### src/rtl/probe_fanout_pkg.sv
package probe_fanout_pkg;

    typedef enum logic [1:0] {
        PK_INV_DATA  = 2'b00,
        PK_DOWNGRADE = 2'b01,
        PK_INV_PLAIN = 2'b10,
        PK_RESERVED  = 2'b11
    } probe_kind_e;

    typedef enum logic [1:0] {
        TS_IDLE  = 2'b00,
        TS_WAIT  = 2'b01,
        TS_DRAIN = 2'b10
    } track_state_e;

    typedef enum logic [1:0] {
        AT_NONE  = 2'b00,
        AT_CACHE = 2'b01,
        AT_DIR   = 2'b10
    } accel_tgt_e;

    typedef struct packed {
        logic cpu_only;
        logic accel_no_dir;
    } fanout_cfg_t;

    // Which accelerator node, if any, a probe of this kind reaches.
    function automatic accel_tgt_e pick_accel(probe_kind_e kind, logic conflict_free,
                                              fanout_cfg_t cfg);
        accel_tgt_e tgt;
        tgt = AT_NONE;
        unique case (kind)
            PK_INV_DATA: begin
                if (!(cfg.cpu_only || conflict_free))
                    tgt = cfg.accel_no_dir ? AT_CACHE : AT_DIR;
            end
            PK_DOWNGRADE: begin
                if (!cfg.cpu_only)
                    tgt = cfg.accel_no_dir ? AT_CACHE : AT_DIR;
            end
            PK_INV_PLAIN: begin
                if (!cfg.accel_no_dir)
                    tgt = AT_DIR;
                else if (!cfg.cpu_only)
                    tgt = AT_CACHE;
            end
            default: tgt = AT_NONE;
        endcase
        return tgt;
    endfunction

    function automatic logic kind_wants_data(probe_kind_e kind);
        return (kind == PK_INV_DATA) || (kind == PK_DOWNGRADE);
    endfunction

endpackage

### src/rtl/probe_dest_builder.sv
module probe_dest_builder
    import probe_fanout_pkg::*;
#(
    parameter int NUM_CLUSTERS = 4,
    parameter int SEL_BITS     = 2,
    parameter int LINE_OFF     = 6,
    parameter int ADDR_W       = 32,
    parameter int NODES        = NUM_CLUSTERS + 2 * (1 << SEL_BITS),
    parameter int NODE_W       = $clog2(NODES),
    parameter int CNT_W        = $clog2(NODES + 1)
) (
    input  probe_kind_e        kind,
    input  logic [NODE_W-1:0]  req_id,
    input  logic [ADDR_W-1:0]  addr,
    input  logic               conflict_free,
    input  fanout_cfg_t        cfg,
    output logic [NODES-1:0]   dest,
    output logic [CNT_W-1:0]   count
);
    localparam int NUM_ACCEL  = 1 << SEL_BITS;
    localparam int CACHE_BASE = NUM_CLUSTERS;
    localparam int DIR_BASE   = NUM_CLUSTERS + NUM_ACCEL;

    logic [SEL_BITS-1:0] slice;
    accel_tgt_e          tgt;
    logic [NODES-1:0]    want;

    assign slice = addr[LINE_OFF +: SEL_BITS];
    assign tgt   = pick_accel(kind, conflict_free, cfg);

    for (genvar g = 0; g < NODES; g++) begin : g_node
        if (g < CACHE_BASE) begin : g_core
            assign want[g] = 1'b1;
        end else if (g < DIR_BASE) begin : g_cache
            assign want[g] = (tgt == AT_CACHE) && (slice == SEL_BITS'(g - CACHE_BASE));
        end else begin : g_dir
            assign want[g] = (tgt == AT_DIR) && (slice == SEL_BITS'(g - DIR_BASE));
        end
        assign dest[g] = want[g] && (req_id != NODE_W'(g));
    end

    always_comb begin
        count = '0;
        for (int i = 0; i < NODES; i++)
            count = count + CNT_W'(dest[i]);
    end

    always_comb begin
        if (int'(req_id) < NODES)
            a_r2_req_excluded: assert (dest[req_id] == 1'b0);
    end

endmodule

### src/rtl/probe_ack_tracker.sv
module probe_ack_tracker
    import probe_fanout_pkg::*;
#(
    parameter int NODES = 12,
    parameter int CNT_W = $clog2(NODES + 1)
) (
    input  logic              clk,
    input  logic              rst,
    input  logic              start_ok,
    input  probe_kind_e       start_kind,
    input  logic [NODES-1:0]  new_dest,
    input  logic [CNT_W-1:0]  new_count,
    input  logic              rsp_valid,
    output logic              accept,
    output logic              finish,
    output logic              probe_valid,
    output probe_kind_e       probe_kind,
    output logic [NODES-1:0]  probe_dest,
    output logic              probe_ret_data,
    output logic [CNT_W-1:0]  pending,
    output logic              busy,
    output logic              done,
    output logic              err_stray
);
    track_state_e state;
    logic         last_ack;

    assign busy     = (state != TS_IDLE);
    assign accept   = (state == TS_IDLE) && start_ok;
    assign last_ack = (state == TS_WAIT) && rsp_valid && (pending == CNT_W'(1));
    assign finish   = last_ack || (state == TS_DRAIN);

    always_ff @(posedge clk) begin
        if (rst) begin
            state          <= TS_IDLE;
            pending        <= '0;
            probe_valid    <= 1'b0;
            probe_kind     <= PK_INV_DATA;
            probe_dest     <= '0;
            probe_ret_data <= 1'b0;
            done           <= 1'b0;
            err_stray      <= 1'b0;
        end else begin
            probe_valid <= 1'b0;
            done        <= 1'b0;
            err_stray   <= rsp_valid && (state != TS_WAIT);
            unique case (state)
                TS_IDLE: begin
                    if (start_ok) begin
                        pending <= new_count;
                        if (new_count != '0) begin
                            probe_valid    <= 1'b1;
                            probe_kind     <= start_kind;
                            probe_dest     <= new_dest;
                            probe_ret_data <= kind_wants_data(start_kind);
                            state          <= TS_WAIT;
                        end else begin
                            state <= TS_DRAIN;
                        end
                    end
                end
                TS_WAIT: begin
                    if (rsp_valid) begin
                        pending <= pending - CNT_W'(1);
                        if (last_ack) begin
                            done  <= 1'b1;
                            state <= TS_IDLE;
                        end
                    end
                end
                TS_DRAIN: begin
                    done  <= 1'b1;
                    state <= TS_IDLE;
                end
                default: state <= TS_IDLE;
            endcase
        end
    end

    a_r8_count_step: assert property (@(posedge clk) disable iff (rst)
        (state == TS_WAIT && rsp_valid && pending > CNT_W'(1))
            |=> (pending == $past(pending) - CNT_W'(1)) && busy);

    a_r8_done_on_last: assert property (@(posedge clk) disable iff (rst)
        (state == TS_WAIT && rsp_valid && pending == CNT_W'(1)) |=> (done && !busy));

    a_r9_drain_silent: assert property (@(posedge clk) disable iff (rst)
        (state == TS_DRAIN) |=> (done && !probe_valid));

    a_r10_stray_flag: assert property (@(posedge clk) disable iff (rst)
        (rsp_valid && state != TS_WAIT) |=> err_stray);

    a_r10_no_wrap: assert property (@(posedge clk) disable iff (rst)
        (state == TS_WAIT) |-> (pending != '0));

    a_r2_mask_matches_count: assert property (@(posedge clk) disable iff (rst)
        probe_valid |-> ($countones(probe_dest) == int'(pending)) && (pending != '0));

    a_r11_no_issue_when_busy: assert property (@(posedge clk) disable iff (rst)
        (busy && !finish) |=> !probe_valid);

endmodule

### src/rtl/probe_time_stamper.sv
module probe_time_stamper #(
    parameter int CYCLE_W = 16
) (
    input  logic               clk,
    input  logic               rst,
    input  logic               issue_evt,
    input  logic               complete_evt,
    output logic [CYCLE_W-1:0] start_time,
    output logic [CYCLE_W-1:0] finish_time
);
    logic [CYCLE_W-1:0] now;

    always_ff @(posedge clk) begin
        if (rst) begin
            now         <= '0;
            start_time  <= '0;
            finish_time <= '0;
        end else begin
            now <= now + CYCLE_W'(1);
            if (issue_evt)
                start_time <= now;
            if (complete_evt)
                finish_time <= now;
        end
    end

    a_r12_stamp_issue: assert property (@(posedge clk) disable iff (rst)
        issue_evt |=> (start_time == $past(now)));

endmodule

### src/rtl/probe_fanout_tracker.sv
module probe_fanout_tracker
    import probe_fanout_pkg::*;
#(
    parameter int NUM_CLUSTERS = 4,
    parameter int SEL_BITS     = 2,
    parameter int LINE_OFF     = 6,
    parameter int ADDR_W       = 32,
    parameter int CYCLE_W      = 16,
    localparam int NODES       = NUM_CLUSTERS + 2 * (1 << SEL_BITS),
    localparam int NODE_W      = $clog2(NODES),
    localparam int CNT_W       = $clog2(NODES + 1)
) (
    input  logic               clk,
    input  logic               rst,
    input  logic               start_valid,
    input  logic [1:0]         start_kind,
    input  logic [NODE_W-1:0]  start_req_id,
    input  logic [ADDR_W-1:0]  start_addr,
    input  logic               start_conflict_free,
    input  logic               cfg_cpu_only,
    input  logic               cfg_accel_no_dir,
    input  logic               rsp_valid,
    output logic               probe_valid,
    output logic [1:0]         probe_kind,
    output logic [NODES-1:0]   probe_dest,
    output logic               probe_ret_data,
    output logic [CNT_W-1:0]   pending_cnt,
    output logic               busy,
    output logic               done,
    output logic               err_stray,
    output logic [CYCLE_W-1:0] probe_start_time,
    output logic [CYCLE_W-1:0] fwd_time
);
    probe_kind_e       kind_in;
    probe_kind_e       kind_out;
    fanout_cfg_t       cfg;
    logic [NODES-1:0]  built_dest;
    logic [CNT_W-1:0]  built_count;
    logic              start_ok;
    logic              accept;
    logic              finish;

    assign kind_in          = probe_kind_e'(start_kind);
    assign cfg.cpu_only     = cfg_cpu_only;
    assign cfg.accel_no_dir = cfg_accel_no_dir;
    assign start_ok         = start_valid && (kind_in != PK_RESERVED);
    assign probe_kind       = kind_out;

    probe_dest_builder #(
        .NUM_CLUSTERS (NUM_CLUSTERS),
        .SEL_BITS     (SEL_BITS),
        .LINE_OFF     (LINE_OFF),
        .ADDR_W       (ADDR_W),
        .NODES        (NODES),
        .NODE_W       (NODE_W),
        .CNT_W        (CNT_W)
    ) u_dest (
        .kind          (kind_in),
        .req_id        (start_req_id),
        .addr          (start_addr),
        .conflict_free (start_conflict_free),
        .cfg           (cfg),
        .dest          (built_dest),
        .count         (built_count)
    );

    probe_ack_tracker #(
        .NODES (NODES),
        .CNT_W (CNT_W)
    ) u_track (
        .clk            (clk),
        .rst            (rst),
        .start_ok       (start_ok),
        .start_kind     (kind_in),
        .new_dest       (built_dest),
        .new_count      (built_count),
        .rsp_valid      (rsp_valid),
        .accept         (accept),
        .finish         (finish),
        .probe_valid    (probe_valid),
        .probe_kind     (kind_out),
        .probe_dest     (probe_dest),
        .probe_ret_data (probe_ret_data),
        .pending        (pending_cnt),
        .busy           (busy),
        .done           (done),
        .err_stray      (err_stray)
    );

    probe_time_stamper #(
        .CYCLE_W (CYCLE_W)
    ) u_time (
        .clk          (clk),
        .rst          (rst),
        .issue_evt    (accept),
        .complete_evt (finish),
        .start_time   (probe_start_time),
        .finish_time  (fwd_time)
    );

    a_r11_reserved_ignored: assert property (@(posedge clk) disable iff (rst)
        (!busy && start_valid && start_kind == 2'b11) |=> (!busy && !probe_valid));

endmodule

### config.mk
export PLATFORM = sky130hd
export DESIGN_NAME = probe_fanout_tracker
export DESIGN_NICKNAME = d
export VERILOG_FILES = /design/src/rtl/probe_fanout_pkg.sv /design/src/rtl/probe_dest_builder.sv /design/src/rtl/probe_ack_tracker.sv /design/src/rtl/probe_time_stamper.sv /design/src/rtl/probe_fanout_tracker.sv
export SDC_FILE = /design/constraint.sdc
export NUM_CORES = 1
export LEC_CHECK = 0
export ABC_AREA = 1
export CAP_MARGIN = 10
export CORE_MARGIN = 2
export CORE_UTILIZATION = 45
export DETAILED_ROUTE_END_ITERATION = 12
export DONT_BUFFER_PORTS = 1
export REMOVE_ABC_BUFFERS = 1
export SYNTH_ARGS = -nofsm -noshare
export SYNTH_HDL_FRONTEND = slang
export SYNTH_SLANG_ARGS = --single-unit
### constraint.sdc
create_clock -name clk -period 5.85 [get_ports clk]
set_input_delay 1.755 -clock clk [delete_from_list [all_inputs] [get_ports clk]]
set_output_delay 1.755 -clock clk [all_outputs]
set_load 0.01 [all_outputs]
==> impl_metrics.py, run 1 <==
metrics = {
    "setup_path": {
        "cpPeakStageDelay_ps": 520,
        "critPathKind": "input pin to register",
        "crit_buf_inv": 4,
        "cp_cell_sequence": "inv_1, nand2_1, nor3_1, inv_1, ha_1, fa_1, fa_1, inv_1, fa_1, fa_1, fa_1, nand2_1, nor2_4, nand2_4, nand2_8, inv_1, nor2_1, nor2_1",
        "cp_common_cell": "fa_1",
        "crit_family": "adder cells",
        "ff2ff_path_depth": 9,
        "regToRegSetupSlack_ps": 3920,
        "critPathLaunchType": "input pin",
        "cp_max_fo": 7,
        "crit_arrival_ps": 5710,
        "cp_slowest_cell": "fa_1",
        "r2r_end": "u_time.finish_time[4]$_SDFFE_PP0P_",
        "crit_required_ps": 6090,
        "timing.rr.start": "u_track.state[1]$_SDFFE_PP0P_",
        "endpoint_kind": "register",
    },
    "timing": {
        "worst_slew_pin_slew_ps": 544,
        "relSlewSlack_pct": 63.7,
        "max_freq_mhz": 183,
        "finalSetupViolCount": 0,
        "skew_ps": 5.64,
        "period_share_pct": 93.6,
        "fin_crit_ps": 5470,
        "hold_slack_ps": 467,
        "layout_setup_ws_ps": 377,
        "rsz0062_at_grt": "no",
        "hold_viol": 0,
        "tns_ps": 0,
        "finalMaxSlewViolations": 0,
    },
    "synthesis": {
        "synth_top_area_share_pct": 41.9,
        "ys_seq_elements": 72,
        "async_flop_share_pct": 0,
        "synth_common_cells": "90 x nor2_1, 82 x nand2_1, 72 x dfxtp_1",
        "syn_inst": 476,
        "synth_area_mm2": 0.00344,
        "synth_edf_count": 0,
        "synth_cell_types": 29,
        "ys.flop_type": "dfxtp_1",
        "synth.largest_area_cell": "dfxtp_1",
        "yosysWarnings": 0,
        "synth.area.top_cells": "dfxtp_1 42%, nor2_1 9.8%, nand2_1 8.9%",
        "seq_area_frac_synth_pct": 41.9,
        "avgSynthCellArea_um2": 7.23,
        "yosysMostFrequentCell": "nor2_1",
    },
    "global_route": {
        "grt_pass1_wl_mm": 13.2,
        "grt_pass1_vias": 2860,
        "antenna_found_initial": 0,
        "overflow": 0,
        "grtUsageTotal_pct": 19.5,
        "grt_max_degree": 43,
    },
    "pwr": {
        "p_int_mw": 0.865,
        "swShare_pct": 34.5,
        "seq_power_share_pct": 47.5,
        "p_switching_mw": 0.456,
        "p_comb_share_pct": 22.6,
        "leakage_nw": 1.63,
        "clkPwrFrac_pct": 29.9,
        "p_per_area_mw_per_mm2": 354,
        "ir_worst_vdd_mv": 0.145,
    },
    "die": {
        "dieWidth_um": 91.5,
        "coreArea_mm2": 0.00733,
        "die-height_um": 91.5,
        "num_rows": 31,
        "dieArea_mm2": 0.00837,
        "io_pins": 100,
        "floorplan.initialDensity_pct": 47.0,
    },
    "clocking": {
        "cts_buffer_depth": 2,
        "postCtsSetupBuffers": 0,
        "cts_root_buf": "clkbuf_8",
        "path_clk_slew_ps": 80,
        "cts_sinks": 72,
        "numCtsBuffers": 9,
        "cts_resized": 0,
        "clkLatencyLatePin_ps": 340,
        "cts_hold_buf": 0,
        "cts_tree": "yes",
        "h-tree-depth": 3,
    },
    "place": {
        "placedCellCount": 567,
        "post-place-ws_ps": 29.8,
        "gp_congestion": 0.940,
        "io_buffers": 0,
        "hpwl_mm": 5.39,
    },
    "drt": {
        "first_pass_iters": 4,
        "drtIter0Drc": 89,
        "routed_wl_mm": 7.51,
        "drcViolationCount": 0,
        "dr_total_vias": 2932,
        "ant_nets": 0,
        "routed_via_density": 5.04,
        "wl_per_cell_um": 12.9,
    },
    "finish": {
        "nNetsFinal": 541,
        "utilization_pct": 50.9,
        "instances_no_fill": 582,
        "areaGrowthSynthToFinish_pct": 8.29,
        "drive_above_1_share_pct": 7.66,
        "diodes": 0,
        "fill_cells": 731,
    },
    "hold_path": {
        "min_from": "u_time.now[15]$_SDFF_PP0_",
        "min_path_cells": 2,
        "holdPathEnd": "u_time.now[15]$_SDFF_PP0_",
        "hold_path.class": "register to register",
    },
    "flow_run": {
        "cap_violations": 0,
    },
    "run_status": {
        "status": "completed",
    },
}
## routing by layer
layer / global-route usage, % / vias up / routed length [um] / part of all wire, %
met1: 23.4 / 1353 / 3290 / 44
met2: 33.5 / 70 / 3690 / 49
met5: 0 / - / 0 / 0
met4: 5.93 / 0 / 116 / 1.5
li1: - / 1496 / - / -
met3: 5.56 / 13 / 419 / 5.6
## final cells by class
type	instances	area, um^2	share of cell area (%)
multi-input cells	320	1650	44.3
flip-flops and latches	72	1440	38.7
inverters	70	263	7.05
clock buffers	9	124	3.32
well taps	99	124	3.32
clock inverters	6	68.8	1.85
repair buffers	6	57.6	1.54
## stage by stage
step           power [mW]  instance area, um^2
5_1_grt              1.42                 3730
3_3_place_gp        0.933                 3540
4_1_cts              1.34                 3730
6_report             1.32                 3730
3_5_place_dp        0.940                 3540
2_1_floorplan       0.854                 3350
## tightest hold or removal path, stage by stage, from the launching register on
cell     delay [ps]
dfxtp_1         320
nand2_1          60
a21oi_1          50
## state kept, by name, summed over array words and instances, names as in the netlist
register and flops:
u_track.probe_ret_data 1, u_track.pending 4, u_track.probe_dest 12, u_track.state 2
u_time.now 16, u_time.start_time 16, u_time.finish_time 16, u_track.done 1
u_track.err_stray 1, u_track.probe_kind 2, u_track.probe_valid 1
## layout by cell type (no fill, tap or decap), drive strengths merged
master | netlist | final
nand4 | 3 | 3
a21oi | 37 | 37
nor2 | 97 | 97
o21bai | 2 | 2
clkinvlp | 0 | 1
nor3b | 1 | 1
o21ai | 47 | 47
dfxtp | 72 | 72
buf | 10 | 6
inv | 70 | 72
clkinv | 0 | 2
clkbuf | 4 | 9
nand3 | 20 | 20
nand2 | 89 | 89
mux2i | 1 | 1
ha | 10 | 10
fa | 7 | 7
nor3 | 5 | 5
bufinv | 0 | 1
xnor2 | 1 | 1
## power groups by stage
| stage | logic (mW) | clock network (mW) | registers [mW] |
|---|---|---|---|
| CTS | 0.302 | 0.407 | 0.629 |
| global placement | 0.293 | 0 | 0.639 |
| finish | 0.299 | 0.395 | 0.627 |
| detailed placement | 0.299 | 0 | 0.641 |
| global route | 0.353 | 0.428 | 0.636 |
| floorplan | 0.227 | 0 | 0.627 |
## cells by family after synthesis
kind of cell    synth area share [%]
compound gates                  12.8
xor+xnor                       0.254
fa+ha+maj                       7.70
buf+inv                         10.2
flops                           41.9
mux                            0.291
simple gates                    26.9
## how the worst max path moves through the flow
stage	from	to	slack, ps	cells after the start
final	start_req_id[3]	u_track.probe_dest[3]$_SDFFE_PP0P_	380	18
after global routing	start_req_id[3]	u_track.probe_dest[3]$_SDFFE_PP0P_	80	18
after CTS	start_req_id[3]	u_track.probe_dest[2]$_SDFFE_PP0P_	370	18
after detailed placement	start_req_id[3]	u_track.probe_dest[3]$_SDFFE_PP0P_	30	18
after global placement	start_req_id[3]	u_track.probe_dest[7]$_SDFFE_PP0P_	70	18
after floorplan	start_req_id[3]	u_track.probe_dest[7]$_SDFFE_PP0P_	240	18
Note: power is estimated with default switching activity, not from simulation.
==> run 2, diff against run 1 <==
Clock period 5.85 ns to 5.7 ns, I/O delays scaled along.
==> run 2 against run 1 <==
Cell count grew 1.0%. Sequential power up 3%. Non-clock buffer count up 5. Via count is 0.89% lower. Global-route usage up 0.091 points. Wire length rose by 2.1%. Count of clock-buffer cells in the layout up 2. Flip-flop and latch count stayed put. Total power is 6.0% higher. Largest power group unchanged. Largest cell class unchanged. Combinational power up 5%.
==> impl_metrics.py, run 2 (synthesis results as in run 1) <==
metrics = {
    "setup_path": {
        "crit_required_ps": 5940,
        "cp_max_fo": 7,
        "ff2ff_path_depth": 9,
        "crit_arrival_ps": 5660,
        "r2r_end": "u_time.finish_time[2]$_SDFFE_PP0P_",
        "regToRegSetupSlack_ps": 3810,
        "critPathKind": "input pin to register",
        "startpoint": "start_req_id[3]",
        "endpoint_kind": "register",
        "critPathLaunchType": "input pin",
        "timing.rr.start": "u_track.state[1]$_SDFFE_PP0P_",
    },
    "die": {
        "die-height_um": 91.5,
        "dieWidth_um": 91.5,
        "dieArea_mm2": 0.00837,
        "io_pins": 100,
        "floorplan.initialDensity_pct": 47.0,
        "coreArea_mm2": 0.00733,
        "num_rows": 31,
    },
    "place": {
        "post-place-ws_ps": -75.3,
        "hpwl_mm": 5.35,
        "gp_congestion": 0.949,
        "io_buffers": 0,
        "placedCellCount": 572,
    },
    "drt": {
        "ant_nets": 0,
        "drcViolationCount": 0,
        "routed_via_density": 4.94,
        "wl_per_cell_um": 13.0,
        "routed_wl_mm": 7.67,
        "first_pass_iters": 4,
        "drtIter0Drc": 95,
        "dr_total_vias": 2906,
    },
    "timing": {
        "finalMaxSlewViolations": 0,
        "layout_setup_ws_ps": 277,
        "relSlewSlack_pct": 64.4,
        "skew_ps": 10.1,
        "fin_crit_ps": 5420,
        "finalSetupViolCount": 0,
        "max_freq_mhz": 184,
        "hold_viol": 0,
        "worst_slew_pin_slew_ps": 534,
        "rsz0062_at_grt": "no",
        "period_share_pct": 95.1,
    },
    "hold_path": {
        "holdPathEnd": "u_time.now[15]$_SDFF_PP0_",
        "min_from": "u_time.now[15]$_SDFF_PP0_",
        "hold_path.class": "register to register",
        "min_path_cells": 2,
    },
    "clocking": {
        "path_clk_slew_ps": 80,
        "cts_root_buf": "clkbuf_8",
        "numCtsBuffers": 9,
        "cts_buffer_depth": 2,
        "clkLatencyLatePin_ps": 350,
        "cts_hold_buf": 0,
        "cts_sinks": 72,
        "cts_tree": "yes",
        "h-tree-depth": 3,
        "postCtsSetupBuffers": 0,
    },
    "finish": {
        "mostFrequentLayoutCells": "90 x nor2_1, 82 x nand2_1, 72 x dfxtp_1",
        "final-seq-area_mm2": 0.00144,
        "final_common_cell": "nor2_1",
        "multi_input_area_mm2": 0.00166,
        "nNetsFinal": 546,
        "reg.largest.list": "u_time.finish_time: 16 flops, u_time.now: 16 flops, u_time.start_time: 16 flops",
        "fill_cells": 721,
        "diodes": 0,
        "instances_no_fill": 588,
        "areaGrowthSynthToFinish_pct": 10.1,
        "drive_above_1_share_pct": 8.59,
    },
    "global_route": {
        "grt_pass1_vias": 2910,
        "grtUsageTotal_pct": 19.5,
        "grt_pass1_wl_mm": 13.2,
        "overflow": 0,
        "grt_max_degree": 43,
        "antenna_found_initial": 0,
    },
    "pwr": {
        "p_per_area_mw_per_mm2": 369,
        "power_mw": 1.40,
        "leakage_nw": 1.67,
        "ir_worst_vdd_mv": 0.142,
    },
    "run_status": {
        "status": "completed",
    },
    "flow_run": {
        "cap_violations": 0,
    },
}
-- run 2: cell type report --
type | instances | share of cell area [%]
multi-input combinational | 320 | 43.7
sequential | 72 | 38.0
inverter | 70 | 6.93
clock buffer | 11 | 3.47
tap | 99 | 3.27
timing repair buffer | 11 | 2.51
clock inverter | 5 | 2.15
-- run 2: how the worst max path moves through the flow --
| stage | to |
|---|---|
| finish | u_track.probe_dest[7]$_SDFFE_PP0P_ |
| floorplan | u_track.probe_dest[7]$_SDFFE_PP0P_ |
| detailed placement | u_track.probe_dest[7]$_SDFFE_PP0P_ |
| global route | u_track.probe_dest[7]$_SDFFE_PP0P_ |
| global placement | u_track.probe_dest[7]$_SDFFE_PP0P_ |
| CTS | u_track.probe_dest[7]$_SDFFE_PP0P_ |
-- run 2: critical path: stages --
cell and delay (ps):
inv_1 50, nand2_1 120, nor3_1 240, inv_1 80
ha_1 300, fa_1 490, fa_1 520, inv_1 50
fa_1 460, fa_1 430, fa_1 530, nand2_1 90
nor2_4 140, nand2_4 90, nand2_8 80, inv_1 130
nor2_1 120, nor2_1 50
-- run 2: power breakdown --
part / internal, mW / leakage [nW] / switching, mW
clock: 0.247 / 0.104 / 0.193
combinational: 0.122 / 0.976 / 0.193
sequential: 0.570 / 0.588 / 0.0745
total: 0.939 / 1.67 / 0.460
-- run 2: what timing repair did --
| action | 4_1_cts | 5_1_grt |
|---|---|---|
| hold endpoints to repair | 0 | 0 |
| resized for setup | 0 | 1 |
| endpoints found under the setup margin | 0 | 1 |
-- run 2: layer usage --
| layer | vias to the layer above | global-route usage (%) | part of all wire, % |
|---|---|---|---|
| met5 | - | 0 | 0 |
| met3 | 18 | 5.81 | 5.6 |
| met2 | 65 | 34.3 | 50 |
| met4 | 0 | 8.08 | 2.5 |
| met1 | 1321 | 21.9 | 42 |
| li1 | 1502 | - | - |
-- run 2: per-stage QoR --
step | TNS [ps] | instance area (um^2) | utilization [%] | hold WS [ps]
3_5_place_dp | -958 | 3570 | 48.7 | 456
4_1_cts | 0 | 3790 | 51.6 | 468
2_1_floorplan | 0 | 3350 | - | 433
3_3_place_gp | -329 | 3570 | 48.7 | 442
5_1_grt | 0 | 3790 | 51.7 | 489
6_report | 0 | 3790 | 51.7 | 468
